### src/rtl/mdm_pkg.sv
package mdm_pkg;

    localparam int MST_N   = 4;
    localparam int MST_CTS = 0;
    localparam int MST_DSR = 1;
    localparam int MST_RI  = 2;
    localparam int MST_CD  = 3;

    // Control byte image, packed so that dtr sits in bit 0 and loop in bit 4.
    typedef struct packed {
        logic loop;
        logic irq_en;
        logic aux;
        logic rts;
        logic dtr;
    } ctl_t;

    localparam int CTL_BITS = $bits(ctl_t);

    // Status vector presented by the register during loopback.
    function automatic logic [MST_N-1:0] loop_status(input ctl_t c);
        logic [MST_N-1:0] s;
        s          = '0;
        s[MST_CTS] = c.rts;
        s[MST_DSR] = c.dtr;
        s[MST_RI]  = c.aux;
        s[MST_CD]  = c.irq_en;
        return s;
    endfunction

endpackage

### src/rtl/mdm_ctl_reg.sv
module mdm_ctl_reg
    import mdm_pkg::*;
#(
    parameter int DATA_W = 8
) (
    input  logic              clk,
    input  logic              rst,
    input  logic              wr_en,
    input  logic [DATA_W-1:0] wr_data,
    output ctl_t              ctl,
    output logic [DATA_W-1:0] rd_data
);
    localparam int PAD_W = DATA_W - CTL_BITS;

    ctl_t ctl_q;

    always_ff @(posedge clk) begin
        if (rst) begin
            ctl_q <= '0;
        end else if (wr_en) begin
            ctl_q <= ctl_t'(wr_data[CTL_BITS-1:0]);
        end
    end

    assign ctl     = ctl_q;
    assign rd_data = {{PAD_W{1'b0}}, ctl_q};

endmodule

### src/rtl/mdm_loop_mux.sv
module mdm_loop_mux
    import mdm_pkg::*;
#(
    parameter int N = MST_N
) (
    input  ctl_t         ctl,
    input  logic         ser_tx_int,
    input  logic         rx_pin,
    input  logic [N-1:0] mdm_n_pin,
    output logic         tx_pin,
    output logic         ser_rx_int,
    output logic [N-1:0] mst_eff
);
    logic [N-1:0] lb_stat;

    assign lb_stat    = loop_status(ctl);
    assign tx_pin     = ctl.loop ? 1'b1 : ser_tx_int;
    assign ser_rx_int = ctl.loop ? ser_tx_int : rx_pin;

    for (genvar i = 0; i < N; i++) begin : g_sel
        assign mst_eff[i] = ctl.loop ? lb_stat[i] : ~mdm_n_pin[i];
    end

endmodule

### src/rtl/mdm_change_det.sv
module mdm_change_det #(
    parameter int N = 4
) (
    input  logic         clk,
    input  logic         rst,
    input  logic [N-1:0] cur,
    output logic         change
);
    logic [N-1:0] prev_q;
    logic [N-1:0] diff;

    for (genvar i = 0; i < N; i++) begin : g_bit
        // Capturing during reset too keeps the first cycle after reset quiet.
        always_ff @(posedge clk) begin
            prev_q[i] <= cur[i];
        end
        assign diff[i] = cur[i] ^ prev_q[i];
    end

    assign change = rst ? 1'b0 : |diff;

endmodule

### src/rtl/mdmctl_loop.sv
module mdmctl_loop
    import mdm_pkg::*;
#(
    parameter int DATA_W = 8,
    parameter int N      = MST_N
) (
    input  logic              clk,
    input  logic              rst,
    input  logic              wr_en,
    input  logic [DATA_W-1:0] wr_data,
    output logic [DATA_W-1:0] rd_data,
    input  logic              ser_tx_int,
    output logic              tx_pin,
    input  logic              rx_pin,
    output logic              ser_rx_int,
    input  logic [N-1:0]      mdm_n_pin,
    output logic              dtr_n_pin,
    output logic              rts_n_pin,
    output logic              aux_n_pin,
    output logic              irq_oe,
    output logic [N-1:0]      mst_eff,
    output logic              mst_change
);
    ctl_t ctl;

    mdm_ctl_reg #(.DATA_W(DATA_W)) u_reg (
        .clk     (clk),
        .rst     (rst),
        .wr_en   (wr_en),
        .wr_data (wr_data),
        .ctl     (ctl),
        .rd_data (rd_data)
    );

    mdm_loop_mux #(.N(N)) u_mux (
        .ctl        (ctl),
        .ser_tx_int (ser_tx_int),
        .rx_pin     (rx_pin),
        .mdm_n_pin  (mdm_n_pin),
        .tx_pin     (tx_pin),
        .ser_rx_int (ser_rx_int),
        .mst_eff    (mst_eff)
    );

    mdm_change_det #(.N(N)) u_chg (
        .clk    (clk),
        .rst    (rst),
        .cur    (mst_eff),
        .change (mst_change)
    );

    assign dtr_n_pin = ~ctl.dtr;
    assign rts_n_pin = ~ctl.rts;
    assign aux_n_pin = ~ctl.aux;
    assign irq_oe    = ctl.irq_en;

endmodule

### config.mk
export PLATFORM = sky130hd
export DESIGN_NAME = mdmctl_loop
export DESIGN_NICKNAME = d
export VERILOG_FILES = /design/src/rtl/mdm_pkg.sv /design/src/rtl/mdm_ctl_reg.sv /design/src/rtl/mdm_loop_mux.sv /design/src/rtl/mdm_change_det.sv /design/src/rtl/mdmctl_loop.sv
export SDC_FILE = /design/constraint.sdc
export NUM_CORES = 1
export LEC_CHECK = 0
export CELL_PAD_IN_SITES_DETAIL_PLACEMENT = 1
export CELL_PAD_IN_SITES_GLOBAL_PLACEMENT = 2
export CORE_MARGIN = 1
export CORE_UTILIZATION = 15
export DETAILED_ROUTE_END_ITERATION = 10
export HOLD_SLACK_MARGIN = 0.1
export PLACE_DENSITY = 0.78
export SLEW_MARGIN = 10
export SYNTH_ARGS = -nofsm -noshare
export SYNTH_HDL_FRONTEND = slang
export SYNTH_SLANG_ARGS = --single-unit
### constraint.sdc
create_clock -name clk -period 1.4 [get_ports clk]
set_input_delay 0.21 -clock clk [delete_from_list [all_inputs] [get_ports clk]]
set_output_delay 0.21 -clock clk [all_outputs]
set_load 0.02 [all_outputs]
### After elaboration in Yosys (flattened, before gate mapping)

Index checks and enable logic that the tools add are counted.

* bits in registers: 9
* bits of input ports: 17
* output and inout bits: 19
* word-level logic and storage cells: 28

* muxes and demuxes: 7
* bitwise gates (word level): 11
* reductions and logical operators: 1

Operator list (number)
* $mux W1: 7
* $not A1 Y1: 7
* $reduce_or A4 Y1: 1
* $xor A1 B1 Y1: 4

### Depth between registers and ports, before layout

Gate-level depths: netlist of the first run.

* depth after elaboration: 5
* depth in mapped cells: 4
* depth with buffers taken out: 4

### Hierarchy

A second synthesis of the first run with hierarchy kept.

* cell total of the unflattened synthesis: 48
* area, all modules: 446.7 µm²

Modules (own cells, without submodules)
* mdm_ctl_reg: times used 1, cells each 25, area an instance 244.0 µm², sequential area each 100.1 µm²
* mdm_change_det: times used 1, cells each 9, area an instance 123.9 µm², sequential area each 80.1 µm²
* mdm_loop_mux: times used 1, cells each 11, area an instance 67.6 µm², sequential area each 0.0 µm²
* mdmctl_loop: times used 1, cells each 3, area an instance 11.3 µm², sequential area each 0.0 µm²

### Worst setup path after synthesis of the first run

No wires, ideal clock.

* path type: reg2out
* start: register u_reg.ctl_q, in the netlist u_reg.ctl[4]
* end: output mst_change
* arrival time: 1.663 ns
* data required time: 1.190 ns
* path slack: -0.473 ns
* stages on the path, launching flop included: 5
* buffers on the path: 1
* path through: dfxtp_1 -> buf_6 -> mux2i_1 -> xnor2_1 -> a41oi_1

* longest elaborated chain between the ends: 4
* elaborated cells on any way between the ends: 10
* those cells by class: mux (5); bitwise (4); reduce/logical (1)

Ends and longest elaborated chain
* from (decl): RTL line mdm_ctl_reg.sv:15 `ctl_t ctl_q;`
* from (signal assigned): RTL line mdm_ctl_reg.sv:21 `ctl_q <= ctl_t'(wr_data[CTL_BITS-1:0]);`
* $mux W1: RTL line mdm_loop_mux.sv:21 `assign mst_eff[i] = ctl.loop ? lb_stat[i] : ~mdm_n_pin[i];`
* named net mst_eff[0]: RTL line mdmctl_loop.sv:21 `output logic [N-1:0] mst_eff,`
* $xor A1 B1 Y1: RTL line mdm_change_det.sv:17 `assign diff[i] = cur[i] ^ prev_q[i];`
* $reduce_or A4 Y1: RTL line mdm_change_det.sv:20 `assign change = rst ? 1'b0 : |diff;`
* $mux W1: RTL line mdm_change_det.sv:20
* to (decl): RTL line mdmctl_loop.sv:22 `output logic mst_change`

The timed path passes the listed nets, and every way through them passes these cells.

### Worst setup path in the final report of the first run

* start: register u_reg.ctl_q, in the netlist u_reg.ctl[4]
* end: output mst_change

* longest elaborated chain between the ends: 4
* elaborated cells on any way between the ends: 10
* those cells by class: mux (5); bitwise (4); reduce/logical (1)

Ends and longest elaborated chain (RTL line)
* $mux W1: mdm_loop_mux.sv:21
* $xor A1 B1 Y1: mdm_change_det.sv:17
* $reduce_or A4 Y1 (*): mdm_change_det.sv:20
* $mux W1 (*): mdm_change_det.sv:20

Mark *: on every way between the ends. The rest lies on a longest branch, timed or not.

==> results of run 1 <==
## layout make-up
| class | count | area (µm²) | area share [%] |
|---|---|---|---|
| well taps | 30 | 37.54 | 4.011 |
| inverters | 4 | 15.01 | 1.604 |
| clock buffers | 4 | 26.28 | 2.807 |
| multi-input cells | 24 | 261.5 | 27.94 |
| repair buffers | 46 | 411.6 | 43.98 |
| flip-flops and latches | 9 | 183.9 | 19.65 |
## synth_stat cells, types with 3 or more instances
| cell | instances | area (µm²) |
|---|---|---|
| dfxtp_1 | 9 | 180.2 |
| mux2i_1 | 6 | 60.06 |
| nor2_1 | 5 | 18.77 |
| buf_4 | 4 | 30.03 |
| xnor2_1 | 4 | 35.03 |
| inv_2 | 3 | 11.26 |
| mux2i_2 | 3 | 41.29 |
## metrics by stage
stage	area (µm²)	total power [W]	util (%)	TNS [ns]	hold WS, ns
6_report	935.9	0.0007704	36.45	-0.8655	0.5779
5_1_grt	935.9	0.0008251	36.45	-1.381	0.5831
4_1_cts	898.4	0.0007717	34.99	-0.8794	0.5675
3_5_place_dp	863.3	0.0005646	33.63	-2.504	0.6119
3_3_place_gp	863.3	0.0005611	33.63	-2.392	0.6013
2_1_floorplan	486.7	0.0004299	-	-0.1019	0.2727
## cells by family (layout without fill, tap and decap cells)
logic type / Yosys count / count (layout) / synth area share, %
xor+xnor: 4 / 4 / 8.234
compound gates: 1 / 1 / 2.059
buf+inv: 10 / 54 / 14.12
simple gates: 6 / 6 / 5.884
other cells: 1 / 3 / 0.8815
mux: 10 / 10 / 26.47
flops: 9 / 9 / 42.35
## metal layers
metal / share of wire [%] / vias to the layer above / wire (µm)
met5: 0 / - / 0
met4: 0 / 0 / 0
met3: 8.4 / 0 / 105
met2: 48 / 25 / 595
met1: 44 / 188 / 546
li1: - / 220 / -
## power groups by stage
stage	Combinational, W	Clock (W)	Sequential (W)
after floorplan	0.000130	0	0.000300
after global placement	0.000267	0	0.000295
after detailed placement	0.000269	0	0.000296
after CTS	0.000270	0.000210	0.000292
after global routing	0.000302	0.000229	0.000294
final	0.000284	0.000195	0.000292
## tightest hold or removal path, cell delays in order
cell and delay, ns:
clkdlybuf4s50_1 0.39, mux2i_1 0.13, nor2_1 0.05
## state kept, by name (all words and copies together), names as in the netlist
register and cells:
u_reg.ctl 5, u_chg.prev_q 4
## what timing repair did
item	in CTS	in global routing
gates resized for setup	47	9
setup buffers	2	4
hold buffers	0	0
endpoints found under the setup margin	16	8
pin swaps	2	2
## path summary, 6_finish.rpt
path                                  start                         to  slack, ns  cells past startpoint
setup / recovery  u_reg.ctl[4]$_SDFFE_PP0P_                 mst_change      -0.23                      4
hold / removal                   wr_data[2]  u_reg.ctl[2]$_SDFFE_PP0P_       0.58                      3
setup reg to reg  u_reg.ctl[4]$_SDFFE_PP0P_    u_chg.prev_q[2]$_DFF_P_       0.35                      4
hold reg to reg   u_reg.ctl[1]$_SDFFE_PP0P_  u_reg.ctl[1]$_SDFFE_PP0P_       0.62                      3
==> impl_metrics.json, run 1 <==
{
  "drive_gt1_share_pct": 45.98,
  "synthesis.area_um2": 425.4,
  "setup_viol": 7,
  "post-route-period-util_pct": 116.3,
  "cts_max_path_buffers": 2,
  "grt_max_degree": 6,
  "drt_pass1_iterations": 2,
  "end_kind": "primary output",
  "fin_skew_ns": 0.002913,
  "pre_cts_slack_ns": -0.5663,
  "track_usage_pct": 9.131,
  "first_global_vias": 451,
  "grt_pass1_wl_um": 2132,
  "core_mm2": 0.002567,
  "cts_tree": "built",
  "initial_core_util_pct": 16.57,
  "clk_pin_slew_worst_paths_ns": 0.06,
  "power_frac_comb_pct": 36.8,
  "netlist_instances": 41,
  "hold_class": "in2reg",
  "final_cell_mix": "buf_4 (17), clkdlybuf4s50_1 (13), dlygate4sd2_1 (8), dfxtp_1 (8), buf_6 (7)",
  "clock-root-buffer": "clkbuf_4",
  "syn_to_final_growth_pct": 120.0,
  "ir_drop_mv": 0.4953,
  "nFillCells": 301,
  "place.gp.congestion": 0.6959,
  "period_needed_ns": 1.629,
  "dieArea_mm2": 0.003053,
  "fin_ws_ns": -0.2287,
  "wl_per_cell_um": 10.67,
  "ys_async_sr_fraction_pct": 0,
  "ys_warn_count": 0,
  "p_sw_w": 0.0002224,
  "final_common_cell": "buf_4",
  "violations": "negative setup slack",
  "cts_buffers": 3,
  "port-buffer-count": 29,
  "overflow": 0,
  "crit_slowest_cell": "dfxtp_4",
  "cts_max_level": 1,
  "synth.distinct_cells": 14,
  "slew_viol_final": 0,
  "antenna_found_initial": 0,
  "global_route.usage.met2_pct": 14.63,
  "seqPwrFrac_pct": 37.9,
  "use_met1_pct": 10.39,
  "grt_busiest_layer": "met2",
  "crit_chain": "mux2i_4 > xnor2_2 > a41oi_2 > buf_4",
  "num_vias": 433,
  "fin_cells": 117,
  "internal-power_w": 0.0005480,
  "dieHeight_um": 55.26,
  "worst_ep_arrival_time_ns": 1.42,
  "boundaryPins": 36,
  "clock_power_share_pct": 25.3,
  "grtUsageMet3_pct": 3.981,
  "rows": 18,
  "dp.cells": 109,
  "drc_errors": 0,
  "vias_per_cell": 3.701,
  "num_antenna_cells": 0,
  "layout.nets": 105,
  "drt_iter0_markers": 2,
  "status": "finished with violations",
  "synth-edff-count": 0,
  "timing.fmax_mhz": 614.0,
  "clk_latency_ns": 0.25,
  "maxCapViolations": 0,
  "cp_top_family": "flip-flops",
  "postRouteAntennaNets": 0,
  "die_x_um": 55.26,
  "worst-setup-path-type": "reg2out",
  "ys_seq_elements": 9,
  "p_per_area_mw_per_mm2": 823.2,
  "cts.sinks": 9,
  "critPathLaunchType": "flop",
  "cp.required_ns": 1.19,
  "max_stage_delay_ns": 0.44,
  "crit_fanout": 5,
  "ys.flop_type": "dfxtp_1",
  "worst-path-buf-inv": 1,
  "grt_setup_unrepaired": "true",
  "p_sw_share_pct": 28.86,
  "wl_um": 1248,
  "hpwl_um": 1035,
  "yosysSeqAreaShare_pct": 42.35,
  "syn_avg_cell_area_um2": 10.38,
  "p_leak_nw": 0.4246,
  "hold_violations": 0
}
(Power assumes the default switching activity.)
==> run 2, diff against run 1 <==
==> constraint.sdc (replaced) <==
create_clock -name clk -period 1.4 [get_ports clk]
set_input_delay 0.28 -clock clk [delete_from_list [all_inputs] [get_ports clk]]
set_output_delay 0.28 -clock clk [all_outputs]
set_load 0.02 [all_outputs]
==> run 2 against run 1 <==
The run still ends with negative setup slack left. Maximum frequency shrank 4.1%. First-iteration DRC count is the same. Final cell count is the same. Critical endpoint unchanged. Core utilization is essentially flat. Combinational power is essentially flat. Global-route usage is essentially flat. Clock-buffer cell count is the same. Critical path depth is the same. Non-clock buffer count is the same. Register-to-register slack is essentially flat. Sequential power is essentially flat.
==> impl_metrics.json, run 2 (synthesized netlist as in run 1, its figures left out) <==
{
  "worst-path-buf-inv": 1,
  "overflow": 0,
  "drt_pass1_iterations": 2,
  "status": "finished with violations",
  "reg2regPathDepth": 4,
  "port-buffer-count": 29,
  "worst-setup-path-type": "reg2out",
  "hpwl_um": 1035,
  "place.gp.congestion": 0.6959,
  "drc_errors": 0,
  "crit_chain": "mux2i_4 > xnor2_2 > a41oi_2 > buf_4",
  "whs_ns": 0.6157,
  "hold_violations": 0,
  "track_usage_pct": 9.180,
  "cp.required_ns": 1.12,
  "critPathLaunchType": "flop",
  "syn_to_final_growth_pct": 120.3,
  "wl_met2_um": 596,
  "period_needed_ns": 1.699,
  "p_leak_nw": 0.4285,
  "end_kind": "primary output",
  "max_stage_delay_ns": 0.44,
  "dieHeight_um": 55.26,
  "cp_top_family": "flip-flops",
  "r2r-start": "u_reg.ctl[4]$_SDFFE_PP0P_",
  "num_vias": 433,
  "first_global_vias": 454,
  "setup.worst_path.start": "u_reg.ctl[4]$_SDFFE_PP0P_",
  "drive_gt1_share_pct": 47.13,
  "slew_viol_final": 0,
  "clk_pin_slew_worst_paths_ns": 0.06,
  "maxCapViolations": 0,
  "fin_ws_ns": -0.2987,
  "fin_util_pct": 36.50,
  "timing.fmax_mhz": 588.7,
  "fin_area_um2": 937.1,
  "cp-endpoint": "mst_change",
  "crit_slowest_cell": "dfxtp_4",
  "postRouteAntennaNets": 0,
  "drt_iter0_markers": 2,
  "fin_skew_ns": 0.002913,
  "reg2reg_slack_ns": 0.35,
  "ir_drop_mv": 0.4953,
  "dieArea_mm2": 0.003053,
  "post-route-period-util_pct": 121.3,
  "p_per_area_mw_per_mm2": 823.6,
  "num_antenna_cells": 0,
  "clock-root-buffer": "clkbuf_4",
  "crit_fanout": 5,
  "r2r_end": "u_chg.prev_q[2]$_DFF_P_",
  "worst-path-stages": 4,
  "initial_core_util_pct": 16.57,
  "rows": 18,
  "top_layer": "met3",
  "cts.sinks": 9,
  "die_x_um": 55.26,
  "layout.nets": 105,
  "worst_ep_arrival_time_ns": 1.42,
  "clk_latency_ns": 0.25,
  "largest_reg_flops": 5,
  "cts_max_level": 1,
  "cts_tree": "built",
  "setup_viol": 7,
  "boundaryPins": 36,
  "post_dp_cell_area_um2": 863.3,
  "final_cell_mix": "buf_4 (18), clkdlybuf4s50_1 (13), dfxtp_1 (8)",
  "wl_um": 1247,
  "cts_max_path_buffers": 2,
  "antenna_found_initial": 0,
  "grt_setup_unrepaired": "true",
  "cts_buffers": 3,
  "final_common_cell": "buf_4",
  "grt_pass1_wl_um": 2145,
  "vias_per_cell": 3.701,
  "wl_per_cell_um": 10.66,
  "violations": "negative setup slack",
  "hold_class": "reg2reg",
  "grt_max_degree": 6,
  "wl_met1_um": 548,
  "nFillCells": 300,
  "met3_wirelength_um": 102,
  "core_mm2": 0.002567
}
[run 2: changes by cell type in the layout (fill, tap and decap cells not counted), sizes merged]
cell,previous run,this run
clkdlybuf4s15,0,2
buf,24,25
dlygate4sd2,8,5
[run 2: layout make-up]
class	count	area (µm²)	area share, %
multi-input cells	24	261.5	27.90
repair buffers	46	412.9	44.06
well taps	30	37.54	4.005
inverters	4	15.01	1.602
clock buffers	4	26.28	2.804
flip-flops and latches	9	183.9	19.63
[run 2: worst register-to-register path, stage by stage (launching register included)]
cell	delay, ns
dfxtp_4	0.44
mux2i_4	0.27
buf_4	0.14
buf_6	0.08
buf_6	0.08
[run 2: where the power goes]
part,switching (W),internal (W),total [W]
Clock,0.0000856,0.000110,0.000195
Sequential,0.0000176,0.000274,0.000292
Combinational,0.000119,0.000166,0.000285
[run 2: worst min path at each step]
stage	endpoint	cells after the start	slack (ns)	startpoint
6_report	u_reg.ctl[1]$_SDFFE_PP0P_	3	0.62	u_reg.ctl[1]$_SDFFE_PP0P_
5_1_grt	u_reg.ctl[1]$_SDFFE_PP0P_	3	0.65	u_reg.ctl[1]$_SDFFE_PP0P_
3_5_place_dp	u_reg.ctl[1]$_SDFFE_PP0P_	3	0.61	u_reg.ctl[1]$_SDFFE_PP0P_
2_1_floorplan	u_reg.ctl[4]$_SDFFE_PP0P_	1	0.34	rst
3_3_place_gp	u_reg.ctl[0]$_SDFFE_PP0P_	3	0.60	u_reg.ctl[0]$_SDFFE_PP0P_
4_1_cts	u_reg.ctl[1]$_SDFFE_PP0P_	3	0.62	u_reg.ctl[1]$_SDFFE_PP0P_
[run 2: metrics by stage]
stage	worst slack, ns	std cells	TNS, ns	power, W
after floorplan	-0.1719	43	-0.1719	0.0004299
after global placement	-0.6973	109	-3.422	0.0005611
after detailed placement	-0.7063	109	-3.548	0.0005646
after CTS	-0.3211	115	-1.367	0.0007710
after global routing	-0.3727	117	-1.872	0.0008264
final	-0.2987	117	-1.356	0.0007719
[run 2: layer usage]
metal | up-vias | GRT usage [%]
met2 | 25 | 14.63
met4 | 0 | 4.286
met3 | 0 | 4.215
met1 | 188 | 10.39
met5 | - | 0
li1 | 220 | -
[run 2: timing repair]
action,4_1_cts,5_1_grt
setup endpoints to repair,16,10
setup buffers,2,4
hold buffers,0,0
gates resized for setup,49,13
endpoints found under the hold margin,0,0
pin swaps,2,2
==> run 3, diff against run 2 <==
Settings changed: SETUP_SLACK_MARGIN from default to 0.02.
Clock period 1.4 ns to 1.7 ns, I/O delays scaled along.
==> run 3 against run 2 <==
The run still ends with negative setup slack left. Clock-buffer cell count is the same. Register-to-register slack improved by 0.32 ns. Combinational power shrank 21%. Hold slack improved by 0.0052 ns. Clock skew shrank 0.00068 ns. Final cell count is 0.85% lower. Total power is 19% lower. Sequential share of layout area rose by 0.35 points. Core utilization shrank 0.63 points. Non-clock buffer count decreased by 1. Sequential cell count did not move. Critical path depth rose by 1. Largest power group unchanged. Highest routed layer unchanged.
==> impl_metrics.json, run 3 (synthesized netlist as in run 1, its figures left out) <==
{
  "status": "finished with violations",
  "violations": "negative setup slack",
  "hold_violations": 0,
  "fin_skew_ns": 0.002233,
  "port-buffer-count": 29,
  "largest_reg_flops": 5,
  "fin_area_um2": 920.9,
  "cts_tree": "built",
  "wl_met1_um": 576,
  "dieHeight_um": 55.26,
  "critPathLaunchType": "flop",
  "wl_met2_um": 588,
  "max_stage_delay_ns": 0.36,
  "maxCapViolations": 0,
  "drc_errors": 0,
  "die_x_um": 55.26,
  "num_antenna_cells": 0,
  "top_layer": "met3",
  "drt_pass1_iterations": 4,
  "crit_fanout": 4,
  "worst-path-buf-inv": 2,
  "period_needed_ns": 1.764,
  "cts_buffers": 3,
  "wl_per_cell_um": 10.84,
  "ir_drop_mv": 0.3872,
  "final_common_cell": "buf_4",
  "power_w": 0.0006240,
  "fin_ws_ns": -0.06440,
  "final_cell_mix": "buf_4 (18), clkdlybuf4s50_1 (14), dfxtp_1 (8)",
  "dieArea_mm2": 0.003053,
  "hpwl_um": 1028,
  "fin_util_pct": 35.87,
  "end_kind": "primary output",
  "wl_um": 1258,
  "cp_top_family": "flip-flops",
  "syn_to_final_growth_pct": 116.5,
  "drive_gt1_share_pct": 41.86,
  "crit_slowest_cell": "dfxtp_4",
  "setup_viol": 1,
  "track_usage_pct": 8.251,
  "layout.nets": 104,
  "cts.sinks": 9,
  "clk_latency_ns": 0.25,
  "slew_viol_final": 0,
  "grt_pass1_wl_um": 2007,
  "vias_per_cell": 3.655,
  "dp.cells": 111,
  "clock-root-buffer": "clkbuf_4",
  "worst-setup-path-type": "reg2out",
  "worst_ep_arrival_time_ns": 1.42,
  "cts_max_level": 1,
  "boundaryPins": 36,
  "core_mm2": 0.002567,
  "cp.required_ns": 1.36,
  "p_leak_nw": 0.4543,
  "drt_iter0_markers": 4,
  "first_global_vias": 446,
  "initial_core_util_pct": 16.57,
  "rows": 18,
  "met3_wirelength_um": 92,
  "num_vias": 424,
  "clk_pin_slew_worst_paths_ns": 0.06,
  "place.gp.congestion": 0.6580,
  "grt_setup_unrepaired": "true",
  "timing.fmax_mhz": 566.8,
  "crit_chain": "buf_12 > mux2i_4 > xnor2_2 > a41oi_2 > buf_4",
  "postCtsHoldBufs": 0,
  "postRouteAntennaNets": 0,
  "post-route-period-util_pct": 103.8,
  "fin_cells": 116,
  "cts_max_path_buffers": 2,
  "hold_class": "reg2reg",
  "grt_max_degree": 6,
  "post_dp_cell_area_um2": 888.4,
  "overflow": 0,
  "antenna_found_initial": 0,
  "p_per_area_mw_per_mm2": 677.6
}
## run 3: cell types whose count changed in the layout (fill, tap and decap cells not counted), moves of 2 or more
cell / before / now
clkdlybuf4s15_1: 2 / 0
dlymetal6s2s_1: 0 / 4
buf_2: 0 / 3
buf_6: 7 / 0
## run 3: worst paths after layout
| path | slack, ns | from | cells past startpoint | endpoint |
|---|---|---|---|---|
| setup reg to reg | 0.67 | u_reg.ctl[4]$_SDFFE_PP0P_ | 4 | u_chg.prev_q[0]$_DFF_P_ |
| setup / recovery | -0.06 | u_reg.ctl[4]$_SDFFE_PP0P_ | 5 | mst_change |
| hold / removal | 0.62 | u_reg.ctl[1]$_SDFFE_PP0P_ | 3 | u_reg.ctl[1]$_SDFFE_PP0P_ |
| hold reg to reg | 0.62 | u_reg.ctl[1]$_SDFFE_PP0P_ | 3 | u_reg.ctl[1]$_SDFFE_PP0P_ |
## run 3: area by class of cell
class                      count  area [µm²]
timing repair buffer          45       404.1
tap                           30       37.54
inverter                       4       15.01
sequential                     9       183.9
multi-input combinational     24       254.0
fill                         303        1647
clock buffer                   4       26.28
## run 3: repair_timing
action                                  4_1_cts  5_1_grt
setup buffers                                 0        1
endpoints found under the setup margin       11        8
resized for setup                            30        9
pin swaps                                     0        1
## run 3: metrics by stage
stage | hold slack [ns] | setup TNS (ns) | setup WS (ns)
finish | 0.6209 | -0.06440 | -0.06440
global route | 0.6497 | -0.1882 | -0.1427
CTS | 0.6325 | -0.1097 | -0.1097
detailed placement | 0.6175 | -2.214 | -0.5284
global placement | 0.5974 | -2.125 | -0.5156
floorplan | 0.4050 | 0 | 0.02946
## run 3: routing by layer
layer / up-vias / global-route usage (%)
met2: 26 / 13.60
met3: 0 / 1.874
li1: 213 / -
met4: 0 / 3.214
met5: - / 0
met1: 185 / 10.40
## run 3: power breakdown
part | switching [W] | internal (W) | total [W]
combinational | 0.0000989 | 0.000127 | 0.000225
sequential | 0.00000977 | 0.000226 | 0.000235
clock | 0.0000729 | 0.0000903 | 0.000163
total | 0.000182 | 0.000442 | 0.000624
## run 3: tightest hold or removal path, cell delays in order, from the launching register on
cell,delay [ns]
dfxtp_1,0.35
buf_4,0.12
mux2i_1,0.05
nor2_1,0.07
